--- config.mk ---
export PLATFORM = sky130hd
export DESIGN_NAME = mdio_master
export DESIGN_NICKNAME = d
export VERILOG_FILES = /design/src/rtl/mdio_master.sv
export SDC_FILE = /design/constraint.sdc
export NUM_CORES = 1
export LEC_CHECK = 0
export BUFFER_PORTS_ARGS = -buffer_cell sky130_fd_sc_hd__buf_2
export CAP_MARGIN = 15
export CORE_UTILIZATION = 40
export DETAILED_ROUTE_END_ITERATION = 6
export PLACE_DENSITY = 0.68
export SYNTH_ARGS = -nofsm -noshare
export SYNTH_HDL_FRONTEND = slang
export SYNTH_SLANG_ARGS = --single-unit
--- constraint.sdc ---
create_clock -name clk -period 7.9 [get_ports clk]
set_input_delay 1.975 -clock clk [delete_from_list [all_inputs] [get_ports clk]]
set_output_delay 1.975 -clock clk [all_outputs]
set_load 0.1 [all_outputs]
--- src/rtl/mdio_master.sv ---
module mdio_master (
  input  logic        clk,
  input  logic        rst_n,
  input  logic        wr_en,
  input  logic [1:0]  addr,
  input  logic [31:0] wdata,
  output logic [31:0] rdata,
  output logic        mdc,
  output logic        mdio_o,
  output logic        mdio_oe,
  input  logic        mdio_i
);
  localparam int FRAME_LEN = 64;
  localparam int TA_IDX    = 46;
  localparam logic [5:0] LAST_IDX = 6'(FRAME_LEN - 1);

  logic [15:0] div_q, cnt_q, addr_q, data_q;
  logic [9:0]  ctrl_q;
  logic [63:0] frm_q;
  logic [5:0]  idx_q, idx_n;
  logic        c45_q, neg_q, busy_q, rderr_q, mdc_q, act_q, rd_q;
  logic        tick, rise, fall, drv, acc, go_addr, go_wr, go_rd, go;
  logic [1:0]  st, op;
  logic [4:0]  f_port, f_dev;

  assign tick    = (div_q != 16'd0) && (cnt_q >= div_q - 16'd1);
  assign rise    = tick & ~mdc_q;
  assign fall    = tick & mdc_q;
  assign drv     = neg_q ? fall : rise;
  assign acc     = wr_en & ~busy_q;
  assign go_addr = acc && addr == 2'd2 && c45_q;
  assign go_wr   = acc && addr == 2'd3;
  assign go_rd   = acc && addr == 2'd1 && wdata[15];
  assign go      = go_addr | go_wr | go_rd;
  assign st      = c45_q ? 2'b00 : 2'b01;
  assign op      = go_addr ? 2'b00 : go_wr ? 2'b01 : (c45_q ? 2'b11 : 2'b10);
  assign f_port  = go_rd ? wdata[9:5] : ctrl_q[9:5];
  assign f_dev   = go_rd ? wdata[4:0] : ctrl_q[4:0];
  assign idx_n   = idx_q + 6'd1;
  assign mdc     = mdc_q;

  always_comb begin
    case (addr)
      2'd0:    rdata = {div_q, 12'd0, neg_q, c45_q, rderr_q, busy_q};
      2'd1:    rdata = {22'd0, ctrl_q};
      2'd2:    rdata = {16'd0, addr_q};
      default: rdata = {16'd0, rderr_q ? 16'hFFFF : data_q};
    endcase
  end

  always_ff @(posedge clk or negedge rst_n) begin
    if (!rst_n) begin
      cnt_q <= '0;
      mdc_q <= 1'b0;
    end else if (div_q == 16'd0) begin
      cnt_q <= '0;
      mdc_q <= 1'b0;
    end else if (tick) begin
      cnt_q <= '0;
      mdc_q <= ~mdc_q;
    end else begin
      cnt_q <= cnt_q + 16'd1;
    end
  end

  always_ff @(posedge clk or negedge rst_n) begin
    if (!rst_n) begin
      div_q <= '0; c45_q <= 1'b0; neg_q <= 1'b1;
      ctrl_q <= '0; addr_q <= '0; data_q <= '0;
      busy_q <= 1'b0; rderr_q <= 1'b0; act_q <= 1'b0; rd_q <= 1'b0;
      idx_q <= '0; frm_q <= '0; mdio_o <= 1'b1; mdio_oe <= 1'b0;
    end else begin
      if (acc) begin
        case (addr)
          2'd0: begin c45_q <= wdata[2]; neg_q <= wdata[3]; div_q <= wdata[31:16]; end
          2'd1: ctrl_q <= wdata[9:0];
          2'd2: addr_q <= wdata[15:0];
          default: data_q <= wdata[15:0];
        endcase
      end
      if (go) begin
        busy_q  <= 1'b1;
        act_q   <= 1'b0;
        idx_q   <= '0;
        rd_q    <= go_rd;
        rderr_q <= 1'b0;
        frm_q   <= {32'hFFFF_FFFF, st, op, f_port, f_dev, 2'b10, wdata[15:0]};
      end else if (busy_q) begin
        if (rise && act_q && rd_q) begin
          if (idx_q == 6'd47 && mdio_i) rderr_q <= 1'b1;
          if (idx_q >= 6'd48) data_q <= {data_q[14:0], mdio_i};
        end
        if (drv) begin
          if (!act_q) begin
            act_q   <= 1'b1;
            mdio_o  <= frm_q[63];
            mdio_oe <= 1'b1;
          end else if (idx_q == LAST_IDX) begin
            busy_q  <= 1'b0;
            act_q   <= 1'b0;
            mdio_oe <= 1'b0;
          end else begin
            idx_q   <= idx_n;
            mdio_o  <= frm_q[~idx_n];
            mdio_oe <= !(rd_q && idx_n >= 6'(TA_IDX));
          end
        end
      end
    end
  end
endmodule


==> results of run 1 <==
[cells by family after synthesis]
logic type	synth area share, %
compound gates	8.20
xor+xnor	4.70
fa+ha+maj	4.03
buf+inv	2.50
flops	45.7
mux	18.2
simple gates	16.6
[registers in the layout, summed over array words and instances (netlist names), 6 cells and up]
signal and count:
addr_q 16, cnt_q 16, ctrl_q 10, data_q 16, div_q 16, frm_q 30, idx_q 6
[synth_stat cells, types with 3 or more instances]
cell type	instances	area share, %
nand2_1	99	5.7
and2_1	19	1.8
a21oi_1	9	0.69
clkbuf_1	20	1.2
xor2_1	15	2.0
ha_1	21	4.0
inv_1	12	0.69
o221ai_1	8	1.1
xnor2_1	20	2.7
nand4_1	6	0.58
nand2b_1	6	0.58
mux2_4	10	2.3
and3_1	5	0.48
nor4_1	5	0.48
mux2i_1	16	2.5
mux2_2	66	11
buf_2	3	0.23
o21ai_0	26	2.0
nor2_1	39	2.2
nand3_1	12	0.92
nor3_1	12	0.92
or2_2	3	0.29
dfrtp_1	117	45
a221o_1	3	0.46
mux4_2	6	2.1
a2111oi_0	3	0.40
o21a_1	5	0.58
o221a_2	5	0.86
or3_1	4	0.38
nor2b_1	4	0.38
[worst register-to-register path, delay by kind of cell, from the launching register on]
family / cells / cell delay (ps)
compound gates: 3 / 670
xor+xnor: 1 / 110
fa+ha+maj: 1 / 290
flops: 1 / 450
mux: 1 / 430
simple gates: 6 / 2390
[routing by layer]
| metal | vias to the layer above | part of all wire (%) |
|---|---|---|
| met4 | 0 | 1.2 |
| met3 | 17 | 3.3 |
| met5 | - | 0 |
| met2 | 107 | 48 |
| met1 | 2441 | 47 |
| li1 | 2306 | - |
[stage by stage]
stage	power [uW]	hold slack, ps	worst slack [ps]	cell area, um^2
after detailed placement	1170	462	2230	7080
after floorplan	1060	440	1140	6520
after global routing	2010	494	2010	7660
final	1920	473	2150	7660
after global placement	1160	452	2230	7080
after CTS	1930	476	2220	7650
[cell type report]
cell class | count | share of cell area [%]
Sequential cell | 119 | 38.9
Multi-Input combinational cell | 453 | 44.1
Timing Repair Buffer | 78 | 5.32
Clock inverter | 9 | 1.67
Tap cell | 216 | 3.53
Clock buffer | 21 | 5.88
Inverter | 12 | 0.588
[worst paths after layout]
kind | startpoint | end | slack (ps) | cells past startpoint
max in group asynchronous | rst_n | addr_q[1] | 4960 | 2
min reg2reg | frm_q[2] | frm_q[2] | 470 | 2
min in group asynchronous | rst_n | frm_q[8] | 1540 | 1
min | frm_q[2] | frm_q[2] | 470 | 2
max reg2reg | div_q[2] | data_q[3] | 3440 | 12
max | addr[0] | rdata[1] | 2150 | 6
[power groups by stage]
stage / Clock (uW) / Sequential (uW) / Combinational [uW]
floorplan: 0 / 739 / 324
global placement: 0 / 728 / 428
detailed placement: 0 / 729 / 436
CTS: 775 / 720 / 438
global route: 805 / 729 / 472
finish: 762 / 721 / 436
==> flow_summary.json, run 1 <==
{
  "status": "completed",
  "finalSetupViolCount": 0,
  "hp-class": "flip-flop to flip-flop",
  "ir_drop_mv": 0.140,
  "final_cell_mix": "dfrtp_1, nand2_1, buf_2",
  "clk_pin_slew_ps": 60,
  "drc": 0,
  "io_buffers": 72,
  "pwr-share-clk_pct": 39.7,
  "dpl.hpwl_mm": 10.9,
  "required_ps": 5930,
  "grt_pass1_wl_mm": 24.9,
  "intPower_uw": 1310,
  "die_w_um": 130,
  "ys_ff_latch": 119,
  "antenna_found_initial": 0,
  "cts_root_buffer": "clkbuf_16",
  "wl_per_cell_um": 16.9,
  "clkLatencyLatePin_ps": 420,
  "syn_avg_cell_area_um2": 10.7,
  "grt_start_max_net_pins": 80,
  "synth_edf_count": 0,
  "multi_input_area_mm2": 0.00338,
  "fp.coreArea_mm2": 0.0159,
  "final_util_pct": 48.2,
  "p_leak_uw": 0.00367,
  "criticalPathCategory": "input port to output port",
  "io_pins": 73,
  "drive_gt1_share_pct": 29.6,
  "cp-start-kind": "input port",
  "final_common_cell": "dfrtp_1",
  "vias": 4871,
  "rsz0062_at_grt": "no",
  "critPathTopFamily": "buffers and inverters",
  "grt_usage_pct": 19.4,
  "final.min_clock_period_ps": 5750,
  "async_flop_share_pct": 100,
  "fp-row-count": 46,
  "synth_ff_type": "dfrtp_1",
  "tightest_slew_ps": 1080,
  "slowest_delay_ps": 500,
  "cts_made_buffers": 17,
  "synth_fp_nets": 669,
  "cts.sinks": 119,
  "cp-end-kind": "output port",
  "gr-total-overflow": 0,
  "cts_tree": "built",
  "fin_crit_sh_pct": 72.7,
  "pwr-share-seq_pct": 37.6,
  "max-slew-margin-rel_pct": 27.7,
  "crit_buf_inv": 2,
  "cp_slowest_cell": "buf_2",
  "nNetsFinal": 740,
  "yosysSeqAreaShare_pct": 45.7,
  "post_cts_resized": 0,
  "ant_nets": 0,
  "grt_pass1_vias": 4702,
  "ff_latch_area_mm2": 0.00298,
  "max-clock-path-buffers": 2,
  "ys_types": 53,
  "gp_congestion": 0.853,
  "fin_tns_setup_ps": 0,
  "critPathMostFrequentCell": "nor2_1",
  "clock.fmax_mhz": 174,
  "start_util_pct": 41.0,
  "path_max_fanout": 33,
  "comb_power_share_pct": 22.7,
  "grt_use_met2_pct": 30.6,
  "vias_per_cell": 5.36,
  "finalNonFillerCells": 908,
  "nFillCells": 1484,
  "clock_skew_ps": 8.76,
  "synthCells": 610,
  "globalRoute.busiestLayer": "met2",
  "timing.final.hold_violations": 0,
  "power.density_mw_per_mm2": 250,
  "fp.dieArea_mm2": 0.0168,
  "cp.arrival_ps": 3770,
  "dr.pass1.iters": 5,
  "wl_mm": 15.4,
  "syn-cell-area_mm2": 0.00652,
  "p_sw_uw": 606,
  "dpl.cell_count": 877,
  "yosysWarnings": 0,
  "gr-usage-met3_pct": 4.00,
  "diodes": 0,
  "cp_cell_sequence": "buf_2, nor2_1, nor2_1, nor2_1, nor3_1, buf_2",
  "slew_viol_final": 0,
  "cts.hold.buffers_added": 0,
  "areaGrowthSynthToFinish_pct": 17.5,
  "drt_iter0_markers": 283,
  "h-tree-depth": 4,
  "post_cts_buffers": 0,
  "max_cap_violations": 0,
  "die_y_um": 130,
  "swShare_pct": 31.6,
  "grtUsageMet1_pct": 26.4
}
No activity file was read; power rests on OpenSTA's default activity.
==> run 2: changes to the inputs <==
- clock period: 7.9 -> 5.5 ns (I/O delays scaled with it)
==> flow_summary.json, run 2 (same netlist as run 1, synthesis figures left out) <==
{
  "tightest_slew_ps": 897,
  "drive_gt1_share_pct": 29.9,
  "io_pins": 73,
  "clock.fmax_mhz": 222,
  "cp.arrival_ps": 3130,
  "cp_cell_sequence": "buf_2, nor2_1, nor2_1, nor2_1, nor3_1, buf_2",
  "nNetsFinal": 742,
  "power.density_mw_per_mm2": 357,
  "vias_per_cell": 5.30,
  "gr-total-overflow": 0,
  "fp-row-count": 46,
  "hp-class": "flip-flop to flip-flop",
  "preCtsSetupSlack_ps": 1040,
  "max_cap_violations": 0,
  "cts.hold.buffers_added": 0,
  "criticalPathCategory": "input port to output port",
  "slowest_delay_ps": 500,
  "ir_drop_mv": 0.224,
  "clk_pin_slew_ps": 50,
  "timing.final.hold_violations": 0,
  "critPathMostFrequentCell": "nor2_1",
  "fin_tns_setup_ps": 0,
  "cts_tree": "built",
  "cts.sinks": 119,
  "min_path_cells": 2,
  "p_leak_uw": 0.00368,
  "max-slew-margin-rel_pct": 40.0,
  "final_cell_mix": "dfrtp_1, nand2_1, buf_2",
  "antenna_found_initial": 1,
  "path_max_fanout": 33,
  "drc": 0,
  "final.min_clock_period_ps": 4510,
  "max-clock-path-buffers": 2,
  "clkLatencyLatePin_ps": 420,
  "clock_skew_ps": 7.77,
  "power_uw": 2740,
  "vias": 4830,
  "cp-end-kind": "output port",
  "crit_buf_inv": 2,
  "finalNonFillerCells": 912,
  "reg2regPathDepth": 13,
  "fp.coreArea_mm2": 0.0159,
  "reg2reg_slack_ps": 1460,
  "ant_nets": 0,
  "grt_start_max_net_pins": 49,
  "io_buffers": 72,
  "cts_made_buffers": 17,
  "wl_mm": 15.2,
  "cp-start-kind": "input port",
  "grt_pass1_vias": 4738,
  "final_common_cell": "dfrtp_1",
  "required_ps": 4120,
  "fin_crit_sh_pct": 82.0,
  "dpl.cell_count": 879,
  "die_w_um": 130,
  "top_register": "frm_q",
  "gp_congestion": 0.869,
  "post_cts_resized": 0,
  "dpl.hpwl_mm": 11.0,
  "grt_pass1_wl_mm": 24.9,
  "setup_ws_ps": 992,
  "wl_per_cell_um": 16.7,
  "cts_root_buffer": "clkbuf_16",
  "slew_viol_final": 0,
  "nFillCells": 1489,
  "critPathTopFamily": "buffers and inverters",
  "grt_usage_pct": 19.6,
  "largest_reg_flops": 30,
  "cp_slowest_cell": "buf_2",
  "drt_iter0_markers": 249,
  "h-tree-depth": 4,
  "die_y_um": 130,
  "cp_num_cells": 6,
  "rsz0062_at_grt": "no",
  "status": "completed",
  "start_util_pct": 41.0,
  "fp.dieArea_mm2": 0.0168,
  "areaGrowthSynthToFinish_pct": 17.8,
  "dr.pass1.iters": 4,
  "finalSetupViolCount": 0,
  "post_cts_buffers": 0
}
[run 2: cell types whose count changed in the layout (fill, tap and decap cells not counted), sizes merged]
cell	before	now
diode	0	1
buf	78	80
bufinv	3	2
clkbuf	21	23
[run 2: worst register-to-register path, delay by kind of cell, from the launching register on]
kind / cells / cell delay (ps)
AND/OR/NAND/NOR: 6 / 1710
AO/OA/AOI/OAI: 3 / 640
flip-flops: 1 / 460
multiplexers: 1 / 390
buffers and inverters: 1 / 320
adder cells (fa/ha/maj): 1 / 300
XOR/XNOR: 1 / 120
[run 2: layout make-up]
type,count,area [um^2],share of cell area (%)
tap,216,270,3.52
clock inverter,8,97.6,1.27
timing repair buffer,80,423,5.51
clock buffer,23,478,6.23
sequential,119,2980,38.8
antenna,1,2.50,0.0326
inverter,12,45.0,0.587
multi-input combinational,453,3380,44.0
[run 2: power by group]
group	internal [uW]	switching [uW]	total, uW	leakage [uW]
Sequential	943	93.0	1040	0.00158
Combinational	229	400	629	0.00182
Clock	696	382	1080	0.000275
Total	1870	876	2740	0.00368
[run 2: routing by layer]
metal,share of wire (%),track usage (%),up-vias
li1,-,-,2324
met1,47,26.2,2388
met2,46,30.0,92
met3,3.9,4.91,26
met4,2.5,8.55,0
met5,0,0,-
[run 2: final timing paths]
| path | from | endpoint |
|---|---|---|
| setup / recovery | addr[0] | rdata[1] |
| hold / removal | frm_q[5] | frm_q[5] |
| setup reg to reg | div_q[2] | data_q[0] |
| hold reg to reg | frm_q[5] | frm_q[5] |
| max in group asynchronous | rst_n | busy_q |
| min in group asynchronous | rst_n | div_q[4] |
[run 2: stage by stage]
stage	utilization [%]	instance area, um^2	hold slack (ps)
CTS	48.3	7670	476
global placement	44.6	7090	453
global route	48.3	7680	505
floorplan	-	6520	440
detailed placement	44.6	7090	463
finish	48.3	7680	471
==> run 3: changes to the inputs <==
- clock period: 5.5 -> 4.3 ns (I/O delays scaled with it)
==> flow_summary.json, run 3 (same netlist as run 1, synthesis figures left out) <==
{
  "status": "completed",
  "post_cts_resized": 0,
  "power.density_mw_per_mm2": 465,
  "holdWs_ps": 472,
  "timing.final.hold_violations": 0,
  "dpl.cell_count": 882,
  "fp.coreArea_mm2": 0.0159,
  "antenna_found_initial": 0,
  "dr.pass1.iters": 5,
  "post_cts_buffers": 0,
  "finalSetupViolCount": 0,
  "fin_crit_sh_pct": 92.4,
  "die_y_um": 130,
  "cts_root_buffer": "clkbuf_16",
  "cp-end-kind": "flip-flop",
  "nNetsFinal": 744,
  "io_pins": 73,
  "vias_per_cell": 5.37,
  "max-clock-path-buffers": 2,
  "vias": 4904,
  "drc": 0,
  "areaGrowthSynthToFinish_pct": 18.5,
  "clk_pin_slew_ps": 50,
  "clkLatencyLatePin_ps": 420,
  "ant_nets": 0,
  "fp-row-count": 46,
  "diodes": 0,
  "clock_skew_ps": 7.49,
  "final_common_cell": "dfrtp_1",
  "cp.arrival_ps": 4270,
  "cts.hold.buffers_added": 0,
  "die_w_um": 130,
  "finalNonFillerCells": 914,
  "grt_pass1_vias": 4978,
  "largest_reg_flops": 30,
  "dpl.hpwl_mm": 11.2,
  "max_cap_violations": 0,
  "cts_tree": "built",
  "hold_path_startpoint": "frm_q[10]",
  "gp_congestion": 0.861,
  "wl_per_cell_um": 17.4,
  "reg2reg_slack_ps": 330,
  "drt_iter0_markers": 307,
  "grt_usage_pct": 20.5,
  "gr-total-overflow": 0,
  "cts.sinks": 119,
  "grt_pass1_wl_mm": 26.0,
  "path_max_fanout": 16,
  "max-slew-margin-rel_pct": 37.0,
  "reg2reg_to": "data_q[3]",
  "reg2regPathDepth": 13,
  "top_register": "frm_q",
  "criticalPathCategory": "flip-flop to flip-flop",
  "tightest_slew_ps": 941,
  "slew_viol_final": 0,
  "min_path_cells": 2,
  "io_buffers": 72,
  "required_ps": 4600,
  "final_cell_mix": "dfrtp_1, nand2_1, buf_2",
  "clock.fmax_mhz": 252,
  "fp.dieArea_mm2": 0.0168,
  "grt_start_max_net_pins": 69,
  "hp-class": "flip-flop to flip-flop",
  "ir_drop_mv": 0.291,
  "drive_gt1_share_pct": 30.9,
  "cp-start-kind": "flip-flop",
  "final.min_clock_period_ps": 3970,
  "cts_made_buffers": 17,
  "p_leak_uw": 0.00371,
  "start_util_pct": 41.0,
  "wl_mm": 15.9,
  "min_to": "frm_q[10]",
  "rsz0062_at_grt": "no",
  "h-tree-depth": 4,
  "r2r-start": "div_q[2]"
}
run 3: layout make-up:
type,count,area (um^2)
Multi-Input combinational cell,453,3390
Tap cell,216,270
Clock inverter,13,155
Sequential cell,119,2980
Fill cell,1456,8160
Inverter,12,45.0
Timing Repair Buffer,82,438
Clock buffer,19,443
run 3: worst max-delay path by stage:
| stage | startpoint | end | slack [ps] | cells past startpoint |
|---|---|---|---|---|
| after floorplan | addr[1] | rdata[16] | -330 | 3 |
| after global placement | div_q[2] | data_q[4] | 400 | 13 |
| after detailed placement | div_q[2] | data_q[3] | 350 | 13 |
| after CTS | div_q[2] | data_q[3] | 330 | 13 |
| after global routing | div_q[2] | data_q[2] | 90 | 13 |
| final | div_q[2] | data_q[3] | 330 | 13 |
run 3: worst max-delay path, stage by stage, from the launching register on:
cell,delay [ps]
dfrtp_1,450
or4_4,560
nor3_2,190
nand2_1,150
nor4_1,310
xnor2_1,120
ha_1,300
and4_1,230
o2111ai_1,130
o32ai_2,340
o21bai_4,150
nor3_4,220
buf_4,310
mux2_2,380
run 3: metal layers:
layer / vias up / track usage (%) / share of wire, %
met5: - / 0 / 0
met4: 0 / 7.87 / 1.6
met3: 20 / 4.42 / 3.1
met2: 106 / 32.1 / 49
met1: 2461 / 27.7 / 46
li1: 2317 / - / -
run 3: stage by stage:
step	cell area (um^2)	TNS, ps	power [uW]	util, %	setup WS [ps]
3_5_place_dp	7130	0	2170	44.9	348
4_1_cts	7730	0	3620	48.6	331
3_3_place_gp	7130	0	2130	44.9	401
2_1_floorplan	6530	-652	1960	-	-326
6_report	7730	0	3590	48.6	327
5_1_grt	7730	0	3770	48.6	94.2
run 3: report_power, final:
group / leakage, uW / internal (uW) / switching, uW
combinational: 0.00184 / 295 / 530
sequential: 0.00158 / 1210 / 124
clock: 0.000288 / 921 / 518
total: 0.00371 / 2420 / 1170
